===== src/rtl/seg_acc_pkg.sv =====
package seg_acc_pkg;
  localparam int unsigned MASK_W      = 16;
  localparam int unsigned VB_BRACKET  = 0;
  localparam int unsigned VB_ABOVE_R2 = 3;
  localparam int unsigned VB_NOREAD   = 4;
  localparam int unsigned VB_ABOVE_R1 = 5;
  localparam int unsigned VB_NOWRITE  = 6;
  localparam int unsigned VB_BOUND    = 15;

  typedef logic [MASK_W-1:0] viol_mask_t;

  localparam viol_mask_t USED_BITS = viol_mask_t'((1 << VB_BRACKET) | (1 << VB_ABOVE_R2) |
                                                  (1 << VB_NOREAD) | (1 << VB_ABOVE_R1) |
                                                  (1 << VB_NOWRITE) | (1 << VB_BOUND));
endpackage


===== src/rtl/seg_ring_eval.sv =====
module seg_ring_eval
  import seg_acc_pkg::*;
#(
  parameter int unsigned RING_W = 3,
  parameter int unsigned SEG_W  = 15
) (
  input  logic [RING_W-1:0] r1_i,
  input  logic [RING_W-1:0] r2_i,
  input  logic [RING_W-1:0] r3_i,
  input  logic              rd_ok_i,
  input  logic              wr_ok_i,
  input  logic [RING_W-1:0] prr_i,
  input  logic [SEG_W-1:0]  psr_i,
  input  logic [RING_W-1:0] trr_i,
  input  logic [SEG_W-1:0]  tsr_i,
  output viol_mask_t        mask_o,
  output logic [RING_W-1:0] ring_o
);
  logic              same_seg;
  logic [RING_W-1:0] ring_rd;
  logic [RING_W-1:0] ring_r1;

  assign same_seg = (psr_i == tsr_i);

  // Replacement order matters: read flag, then same segment, then r1 test, then write flag.
  always_comb begin
    ring_rd = rd_ok_i  ? trr_i   : prr_i;
    ring_r1 = same_seg ? prr_i   : ring_rd;
    ring_o  = wr_ok_i  ? ring_r1 : prr_i;
  end

  always_comb begin
    mask_o              = '0;
    mask_o[VB_BRACKET]  = !((r1_i <= r2_i) && (r2_i <= r3_i));
    mask_o[VB_ABOVE_R2] = trr_i > r2_i;
    mask_o[VB_NOREAD]   = !rd_ok_i && !same_seg;
    mask_o[VB_ABOVE_R1] = ring_r1 > r1_i;
    mask_o[VB_NOWRITE]  = !wr_ok_i;
  end
endmodule


===== config.mk =====
export PLATFORM = sky130hd
export DESIGN_NAME = seg_ring_eval
export DESIGN_NICKNAME = d
export VERILOG_FILES = /design/src/rtl/seg_acc_pkg.sv /design/src/rtl/seg_ring_eval.sv
export SDC_FILE = /design/constraint.sdc
export NUM_CORES = 1
export LEC_CHECK = 0
export ABC_AREA = 1
export BUFFER_PORTS_ARGS = -buffer_cell sky130_fd_sc_hd__buf_2
export CORE_ASPECT_RATIO = 1.2
export CORE_MARGIN = 2
export CORE_UTILIZATION = 45
export DETAILED_ROUTE_END_ITERATION = 8
export PLACE_DENSITY = 0.95
export SYNTH_ARGS = -nofsm -noshare
export SYNTH_HDL_FRONTEND = slang
export SYNTH_SLANG_ARGS = --single-unit

===== constraint.sdc =====
create_clock -name vclk -period 3.6
set_clock_uncertainty 0.1 [all_clocks]
set_input_delay 0.18 -clock vclk [all_inputs]
set_output_delay 0.18 -clock vclk [all_outputs]
set_load 0.01 [all_outputs]

==> key figures, run 1 <==
Status
  – Status: finished, final reports clean

Logic synthesis
  – Leading cell type by number of instances after synthesis: sky130_fd_sc_hd__nand2_1
  – Share of the yosys chip area belonging to registers: 0
  – Yosys top cell area share: 0.2251
  – Top post-synthesis cells by area: sky130_fd_sc_hd__nand2_1, sky130_fd_sc_hd__ha_1, sky130_fd_sc_hd__inv_1, sky130_fd_sc_hd__buf_4, sky130_fd_sc_hd__nor2_1
  – Number of unique standard cell types used by synthesis: 19
  – Avg Inst Size Synth: a little over 5 sq um
  – Post-synthesis instance total: around 160
  – Cell area after synthesis: 817.0 sq um
  – Synthesis warning total: 0
  – Post-synth top cells: sky130_fd_sc_hd__nand2_1, sky130_fd_sc_hd__inv_1, sky130_fd_sc_hd__nor2_1
  – Leading area contributor after synthesis: sky130_fd_sc_hd__nand2_1

Placement
  – Final estimated routing congestion in global placement: a little over 0.7
  – Detailed placement HPWL: 1548 um
  – # port buffers: 55
  – Placed Instance Area: roughly 0.0011 sq mm

Die
  – IO Count: 66
  – Number of placement rows: 16
  – Floorplan Core Area: roughly 0.0017 sq mm
  – Height of the die: between 50 and 60 um
  – Full die area: 0.002174 sq mm
  – Starting density of the core: 0.4917
  – Floorplan die width: approximately 43 um

Global routing
  – Remaining global-route overflow: 0
  – Antenna violations before repair: 0
  – Maximum number of pins on one net before global-route repair: 8
  – GR Util All Layers: 0.1481
  – Number of global-route vias before repair: about 810
  – Wire length of the first global-routing pass: around 2700 um

Cells and area
  – Area added between synthesis and finish: 30.93%
  – Layout cells sized above 1: 0.2877
  – Number of flip-flops and latches: 0
  – Nets@finish: 273
  – Final design utilization: 0.6438
  – Total non-filler cell area in the finished layout: 0.001070 sq mm
  – Final-layout clock buffer total: 0
  – Number of diodes added for antenna fixing: 0
  – Reg area: 0 sq um

Timing
  – Max-slew violation count: 0
  – Setup violation total in the final timing report: 0
  – Final-report hold violation count: 0
  – Period Utilization, post-route: 0.5539
  – Max frequency: 501.5 MHz
  – Setup TNS: 0 ns
  – Final critical delay including setup and external delays: 1.994 ns
  – Unrepaired setup endpoints after global routing: false

Worst setup path
  – CP required: between 3 and 4 ns
  – Worst path arrival time: 1.71 ns
  – Kind of end point of the critical path: primary output
  – Worst setup path category: in -> out
  – Crit path launch type: input pin
  – Maximum fanout count along the critical path: 5

Drt
  – Total detailed-routing wirelength: approximately 1600 um
  – Total number of vias: slightly below 1000
  – Average vias per placed instance: 4.322
  – DRT iter0 DRCs: 10
  – WL/cell: 6.874 um
  – TritonRoute pass-1 iters: 6
  – DRC violations left: 0
  – Remaining antenna violation count: 0

Power and ir drop
  – Final Power: roughly 0.12 mW
  – Leakage power: a little under 0.8 nW
  – VDD IR-drop max: 0.05718 mV
  – Power density cells: about 110 mW/mm^2

Clocking
  – Setup fix buffers added after clock tree synthesis: 0
  – Count of hold-fix buffers inserted at cts: 0
  – Post-CTS resize count: 0

Job
  – Number of violations of the max-capacitance limit: 0

Hold path
  – Path type of the worst min-delay path: in -> out
-- kinds of logic after synthesis --
logic type,count (synthesis),share of synthesized area
and+or+nand+nor,83,0.4364
buffers and inverters,48,0.2711
AOI/OAI and AO/OA,13,0.09342
adders and majority gates,12,0.1838
xor gates and xnor gates,1,0.01072
other,1,0.004590
-- layout by cell type, fill, tap and decap left out --
master	netlist	final
sky130_fd_sc_hd__xnor2_1	1	1
sky130_fd_sc_hd__a32oi_1	1	1
sky130_fd_sc_hd__nand3_1	9	9
sky130_fd_sc_hd__nand2_2	2	2
sky130_fd_sc_hd__nor2_4	2	2
sky130_fd_sc_hd__o21ai_0	2	2
sky130_fd_sc_hd__nand3b_1	1	1
sky130_fd_sc_hd__nand2_1	49	49
sky130_fd_sc_hd__and2_1	2	2
sky130_fd_sc_hd__nor2_2	2	2
sky130_fd_sc_hd__conb_1	1	11
sky130_fd_sc_hd__a21oi_1	7	7
sky130_fd_sc_hd__buf_2	0	55
sky130_fd_sc_hd__inv_1	37	37
sky130_fd_sc_hd__a22o_1	1	1
sky130_fd_sc_hd__nor2_1	16	16
sky130_fd_sc_hd__a211oi_1	1	1
sky130_fd_sc_hd__a31oi_1	1	1
sky130_fd_sc_hd__ha_1	12	12
-- stage by stage --
stage               worst slack, ns  hold slack, ns  cells
floorplan                     1.852          0.3041    168
global placement              1.612          0.5586    230
detailed placement            1.584          0.5593    230
CTS                           1.573          0.5589    230
global route                  1.419          0.5926    230
finish                        1.606          0.5569    230
-- worst paths after layout --
path | depth (start not counted) | start | endpoint | slack, ns
worst max-delay path | 10 | tsr_i[5] | mask_o[5] | 1.61
worst min-delay path | 4 | prr_i[2] | ring_o[2] | 0.56
-- final cells by class --
class	count	area (sq um)
inverter	37	138.9
fill	169	591.8
tap	18	22.52
multi-input combinational	120	633.1
timing repair buffer	55	275.3
-- power by group --
group | total [mW] | switching, mW | internal, mW
Combinational | 0.116 | 0.0618 | 0.0545
Sequential | 0 | 0 | 0
Clock | 0 | 0 | 0
-- critical path: stages --
cell and delay, ns:
sky130_fd_sc_hd__buf_2 0.10, sky130_fd_sc_hd__xnor2_1 0.15, sky130_fd_sc_hd__nand3_1 0.14, sky130_fd_sc_hd__nor2_4 0.18, sky130_fd_sc_hd__nand3_1 0.10, sky130_fd_sc_hd__and2_1 0.17, sky130_fd_sc_hd__ha_1 0.31, sky130_fd_sc_hd__nand3b_1 0.08
sky130_fd_sc_hd__a32oi_1 0.15, sky130_fd_sc_hd__buf_2 0.15
-- layer usage --
layer  up-vias  track usage  share of wire
li1        565            -              -
met1       393       0.1574           0.39
met2        36       0.3232           0.53
met3         0     0.003597          0.073
met4         0            0              0
met5         -            0              0
(Power assumes the default switching activity.)
==> run 2, diff against run 1 <==
- CORE_UTILIZATION: 45 -> 42
- PLACE_DENSITY: 0.95 -> 0.9
- clock period: 3.6 -> 2.05 ns (I/O delays scaled with it)
==> run 2 against run 1 <==
Via count up 1.5%. Non-clock buffer count unchanged. Critical endpoint unchanged. Sequential share of layout area unchanged. Largest cell class unchanged. Critical path depth up 2. First-iteration DRC count down 30%. Highest routed layer unchanged. Total power up 77%. Utilization down 5.8 points. Final cell count up 0.43%.
==> key figures, run 2 (same netlist as run 1, synthesis figures left out) <==
Timing
  – Max frequency: 542.5 MHz
  – Final critical delay including setup and external delays: approximately 1.8 ns
  – Setup violation total in the final timing report: 0 (unchanged)
  – Final-report hold violation count: 0 (unchanged)
  – Setup TNS: 0 ns (unchanged)
  – Unrepaired setup endpoints after global routing: false
  – Max-slew violation count: 0 (unchanged)
  – Period Utilization, post-route: 0.8991

Cells and area
  – Area added between synthesis and finish: 31.09%
  – Number of diodes added for antenna fixing: 0 (unchanged)
  – Commonest non-fill, non-tap cell in the layout: sky130_fd_sc_hd__buf_2
  – Final-layout clock buffer total: 0 (unchanged)
  – Nets@finish: 273 (unchanged)
  – Multi-input gate area: 633.1 sq um (unchanged)
  – Top library cells by usage in the layout, fill and taps aside: sky130_fd_sc_hd__buf_2, sky130_fd_sc_hd__nand2_1, sky130_fd_sc_hd__inv_1, sky130_fd_sc_hd__nor2_1, sky130_fd_sc_hd__ha_1
  – Final design utilization: 0.5855 (-0.05833)
  – Layout filler cell count: 201 (+19%)
  – Reg area: 0 sq um (unchanged)
  – Number of flip-flops and latches: 0 (unchanged)
  – Layout cells sized above 1: 0.2877 (unchanged)

Die
  – Starting density of the core: 0.4466 (-0.04507)
  – Full die area: 0.002315 sq mm (+6.5%)
  – IO Count: 66 (unchanged)
  – Floorplan Core Area: 0.001829 sq mm (+10%)
  – Height of the die: 52.32 um (+3.2%)
  – Number of placement rows: 17 (+1)
  – Floorplan die width: 44.26 um (+3.2%)

Drt
  – DRT iter0 DRCs: 7 (-3)
  – Average vias per placed instance: 4.368 (+1.1%)
  – DRC violations left: 0 (unchanged)
  – Total number of vias: 1009 (+1.5%)
  – TritonRoute pass-1 iters: 4 (-2)
  – Total detailed-routing wirelength: 1632 um (+3.2%)
  – Remaining antenna violation count: 0 (unchanged)
  – WL/cell: 7.065 um (+2.8%)

Worst setup path
  – Worst path arrival time: 1.64 ns (-0.07 ns)
  – Worst setup path category: in -> out
  – Crit path launch type: input pin
  – Kind of end point of the critical path: primary output
  – CP required: 1.85 ns (-1.47 ns)
  – Maximum fanout count along the critical path: 5 (unchanged)

Power and ir drop
  – VDD IR-drop max: 0.07460 mV (+30%)
  – Leakage power: 0.7735 nW (unchanged)
  – Power density cells: 192.0 mW/mm^2 (+77%)

Clocking
  – Count of hold-fix buffers inserted at cts: 0 (unchanged)
  – Post-CTS resize count: 0 (unchanged)
  – Setup fix buffers added after clock tree synthesis: 0 (unchanged)

Global routing
  – Maximum number of pins on one net before global-route repair: 8 (unchanged)
  – Number of global-route vias before repair: 874 (+8.0%)
  – Wire length of the first global-routing pass: 2842 um (+4.6%)
  – GR Util All Layers: 0.1485 (+0.0004199)
  – Remaining global-route overflow: 0 (unchanged)
  – Antenna violations before repair: 0 (unchanged)

Placement
  – Final estimated routing congestion in global placement: 0.7413 (+2.9%)
  – Detailed placement HPWL: 1574 um (+1.7%)
  – # port buffers: 55 (unchanged)

Job
  – Number of violations of the max-capacitance limit: 0 (unchanged)

Hold path
  – Path type of the worst min-delay path: in -> out

Status
  – Status: finished, final reports clean
run 2: cell counts in the layout (fill, tap and decap cells not counted):
No cell type changed its count.
run 2: where the power goes:
part	internal [mW]	switching, mW
logic	0.0960	0.110
clock network	0	0
registers	0	0
total	0.0960	0.110
run 2: routing by layer:
metal	wire, um	GRT usage	vias up
met1	649	0.1469	404
met4	0	0.01515	0
met2	832	0.3186	36
li1	-	-	569
met5	0	0	-
met3	150	0.02069	0
run 2: final cells by class:
| type | instances | area share |
|---|---|---|
| Multi-Input combinational cell | 120 | 0.5911 |
| Tap cell | 19 | 0.02220 |
| Inverter | 37 | 0.1297 |
| Timing Repair Buffer | 55 | 0.2570 |
run 2: stage by stage:
stage | total power, mW | cells | area [sq um] | setup slack (ns) | hold WS (ns)
floorplan | 0.1369 | 168 | 854.6 | 0.4573 | 0.1491
global placement | 0.2027 | 231 | 1071 | 0.2380 | 0.4101
detailed placement | 0.2072 | 231 | 1071 | 0.2119 | 0.4078
CTS | 0.2079 | 231 | 1071 | 0.2023 | 0.4078
global route | 0.2387 | 231 | 1071 | 0.04430 | 0.4316
finish | 0.2056 | 231 | 1071 | 0.2068 | 0.4067
run 2: worst paths after layout:
check / start / end / slack, ns / cells past startpoint
worst min-delay path: prr_i[0] / ring_o[0] / 0.41 / 4
worst max-delay path: tsr_i[10] / mask_o[5] / 0.21 / 12
run 2: worst max-delay path, stage by stage:
cell and delay (ns):
sky130_fd_sc_hd__buf_2 0.10, sky130_fd_sc_hd__nor2_1 0.09, sky130_fd_sc_hd__nor2_1 0.05, sky130_fd_sc_hd__nor2_1 0.08, sky130_fd_sc_hd__nand2_1 0.08, sky130_fd_sc_hd__nor2_4 0.14, sky130_fd_sc_hd__nand3_1 0.11, sky130_fd_sc_hd__and2_1 0.18
sky130_fd_sc_hd__ha_1 0.31, sky130_fd_sc_hd__nand3b_1 0.09, sky130_fd_sc_hd__a32oi_1 0.15, sky130_fd_sc_hd__buf_2 0.15
==> run 3, diff against run 2 <==
- ABC_AREA: 1 -> 0
- CORE_UTILIZATION: 42 -> 37
- PLACE_DENSITY: 0.9 -> 0.89
- clock period: 2.05 -> 1.9 ns (I/O delays scaled with it)
==> run 3 against run 2 <==
The flow now finishes with violations (setup timing). Combinational power grew 18%. Critical path depth shrank 1. Sequential share of layout area is the same. Via count shrank 28%. Worst hold slack lost 0.069 ns. Design area shrank 3.0%. Worst setup slack lost 0.54 ns. Synthesized area shrank 23%. First-iteration DRC count shrank 100%. Routed wire length grew 5.6%.
==> key figures, run 3 <==
Status
  – Status: complete, but fails checks
  – Violations in the final reports: setup timing

Cells and area
  – Layout cells sized above 1: 0.5401 (+0.2524)
  – Reg area: 0 sq um (unchanged)
  – Final-layout clock buffer total: 0 (unchanged)
  – Commonest non-fill, non-tap cell in the layout: sky130_fd_sc_hd__buf_2
  – Number of diodes added for antenna fixing: 0 (unchanged)
  – Final non-filler cell total: 155 (-33%)
  – Nets@finish: 198 (-27%)
  – Total non-filler cell area in the finished layout: 0.001039 sq mm (-3.0%)
  – Number of flip-flops and latches: 0 (unchanged)
  – Area added between synthesis and finish: 65.67%
  – Layout filler cell count: 137 (-32%)
  – Top library cells by usage in the layout, fill and taps aside: sky130_fd_sc_hd__buf_2, sky130_fd_sc_hd__inv_1, sky130_fd_sc_hd__ha_1, sky130_fd_sc_hd__conb_1, sky130_fd_sc_hd__buf_6

Logic synthesis
  – Leading area contributor after synthesis: sky130_fd_sc_hd__ha_1
  – Synthesis warning total: 0 (unchanged)
  – Top post-synthesis cells by area: sky130_fd_sc_hd__ha_1, sky130_fd_sc_hd__xnor2_1, sky130_fd_sc_hd__buf_4, sky130_fd_sc_hd__mux2_2, sky130_fd_sc_hd__inv_1
  – Leading cell type by number of instances after synthesis: sky130_fd_sc_hd__xnor2_1
  – Number of unique standard cell types used by synthesis: 20 (+1)
  – Share of the yosys chip area belonging to registers: 0 (unchanged)
  – Yosys top cell area share: 0.2395 (+0.01441)
  – Cell area after synthesis: 626.9 sq um (-23%)
  – Post-synth top cells: sky130_fd_sc_hd__xnor2_1, sky130_fd_sc_hd__ha_1, sky130_fd_sc_hd__inv_1
  – Post-synthesis instance total: 81 (-49%)
  – Avg Inst Size Synth: 7.739 sq um (+50%)

Power and ir drop
  – Comb power frac: 1.000 (about the same)
  – Clock network fraction of design power: 0 (unchanged)
  – VDD IR-drop max: 0.1140 mV (+53%)
  – Power density cells: 235.3 mW/mm^2 (+23%)
  – Final Power: 0.2444 mW (+19%)
  – Switching share of total power: 0.4346 (-0.09858)
  – Net switching power figure: 0.1062 mW (-3.1%)
  – Internal cell power: 0.1382 mW (+44%)
  – Register share of total power: 0 (unchanged)
  – Leakage power: 0.5906 nW (-24%)

Global routing
  – Number of global-route vias before repair: 711 (-19%)
  – Maximum number of pins on one net before global-route repair: 4 (-4)
  – GR Util All Layers: 0.1497 (+0.001173)
  – Wire length of the first global-routing pass: 2587 um (-9.0%)
  – Antenna violations before repair: 0 (unchanged)
  – Remaining global-route overflow: 0 (unchanged)

Drt
  – TritonRoute pass-1 iters: 1 (-3)
  – Average vias per placed instance: 4.710 (+7.8%)
  – Remaining antenna violation count: 0 (unchanged)
  – WL/cell: 11.12 um (+57%)
  – DRT iter0 DRCs: 0 (-7)
  – Total number of vias: 730 (-28%)
  – DRC violations left: 0 (unchanged)
  – Total detailed-routing wirelength: 1723 um (+5.6%)

Hold path
  – HP Start: wr_ok_i
  – Capture endpoint of the worst hold path: mask_o[6]
  – Path type of the worst min-delay path: in -> out
  – Number of stages on the worst hold path: 3 (-1)

Die
  – IO Count: 66 (unchanged)
  – Starting density of the core: 0.3866 (-0.06007)
  – Full die area: 0.002041 sq mm (-12%)
  – Number of placement rows: 16 (-1)
  – Floorplan Core Area: 0.001622 sq mm (-11%)
  – Floorplan die width: 41.58 um (-6.1%)
  – Height of the die: 49.09 um (-6.2%)

Worst setup path
  – Crit path launch type: input pin
  – CP required: 1.70 ns (-0.15 ns)
  – Maximum fanout count along the critical path: 3 (-2)
  – Worst setup path category: in -> out
  – Kind of end point of the critical path: primary output
  – Stage delay of the slowest cell on the critical path: 0.35 ns (+0.04 ns)
  – Crit-path slowest cell: sky130_fd_sc_hd__nor4_2
  – Worst path arrival time: 2.04 ns (+0.40 ns)
  – Ordered cell list for the critical path: buf_6 -> xnor2_2 -> nand4_1 -> nor4_2 -> or2b_4 -> mux2_4 -> ha_4 -> a21o_1 -> a21oi_2 -> a31oi_1 -> buf_2

Clocking
  – Count of hold-fix buffers inserted at cts: 0 (unchanged)
  – Setup fix buffers added after clock tree synthesis: 0 (unchanged)

Placement
  – Final estimated routing congestion in global placement: 0.7823 (+5.5%)
  – Placed Instance Area: 935.9 sq um (-13%)
  – Cell count after placement: 155 (-33%)
  – Detailed placement HPWL: 1489 um (-5.4%)
  – # port buffers: 55 (unchanged)

Job
  – Number of violations of the max-capacitance limit: 0 (unchanged)

Timing
  – Unrepaired setup endpoints after global routing: true
  – Final Hold Slack: 0.3381 ns (-0.06865 ns)
  – Final-report hold violation count: 0 (unchanged)
  – Max frequency: around 450 MHz
  – Setup violation total in the final timing report: 1 (+1)
  – Slack of the critical path: -0.3300 ns (-0.5368 ns)
  – Setup TNS: -0.3300 ns (-0.3300 ns)
  – Period Utilization, post-route: 1.174
  – Max-slew violation count: 0 (unchanged)
  – Final critical delay including setup and external delays: 2.230 ns
[run 3: cell types whose count changed after synthesis, sizes merged, moves of 3 or more]
cell,previous run,this run
nand2,51,2
xnor2,1,15
mux2,0,5
inv,37,12
nor2,20,2
a21oi,7,2
nand4,0,3
nand3,9,3
[run 3: worst max-delay path by stage]
| stage | depth (start not counted) | end | start |
|---|---|---|---|
| 2_1_floorplan | 9 | mask_o[5] | tsr_i[10] |
| 3_3_place_gp | 11 | mask_o[5] | tsr_i[3] |
| 3_5_place_dp | 11 | mask_o[5] | tsr_i[3] |
| 4_1_cts | 11 | mask_o[5] | psr_i[5] |
| 5_1_grt | 11 | mask_o[5] | psr_i[10] |
| 6_report | 11 | mask_o[5] | psr_i[10] |
[run 3: logic make-up after synthesis]
group	after synthesis	synth area share
buffers and inverters	23	0.2036
XOR/XNOR	15	0.2096
multiplexers	6	0.1058
AND/OR/NAND/NOR	14	0.1357
other	1	0.005982
adder cells (fa/ha/maj)	12	0.2395
AO/OA/AOI/OAI	10	0.09978
[run 3: power groups by stage]
| stage | Clock [mW] | Combinational (mW) | Sequential, mW |
|---|---|---|---|
| floorplan | 0 | 0.142 | 0 |
| detailed placement | 0 | 0.220 | 0 |
| CTS | 0 | 0.236 | 0 |
| global placement | 0 | 0.210 | 0 |
| global route | 0 | 0.270 | 0 |
| finish | 0 | 0.244 | 0 |
[run 3: what timing repair did]
action	CTS	global route
setup endpoints to repair	1	1
pin swaps	14	8
gates resized for setup	11	5
[run 3: worst max-delay path, delay by kind of cell]
| kind | cells | cell delay (ns) |
|---|---|---|
| buf+inv | 2 | 0.24 |
| xor+xnor | 1 | 0.14 |
| fa+ha+maj | 1 | 0.24 |
| simple gates | 3 | 0.69 |
| compound gates | 3 | 0.33 |
| mux | 1 | 0.31 |
[run 3: metal layers]
layer | global-route usage | vias up | share of wire | wire length [um]
li1 | - | 362 | - | -
met1 | 0.1496 | 318 | 0.34 | 594
met2 | 0.3255 | 50 | 0.56 | 962
met3 | 0.01111 | 0 | 0.096 | 166
met4 | 0.01613 | 0 | 0 | 0
met5 | 0 | - | 0 | 0
[run 3: per-stage QoR]
step,utilization,worst slack (ns)
finish,0.6404,-0.3300
global route,0.6404,-0.4585
global placement,0.5772,-0.3043
detailed placement,0.5772,-0.3422
floorplan,-,-0.1419
CTS,0.6219,-0.2941
[run 3: area by class of cell]
cell class / instances / area (sq um) / area share
inverter: 12 / 45.04 / 0.04337
multi-input combinational: 68 / 611.8 / 0.5892
tap: 18 / 22.52 / 0.02169
timing repair buffer: 57 / 359.1 / 0.3458
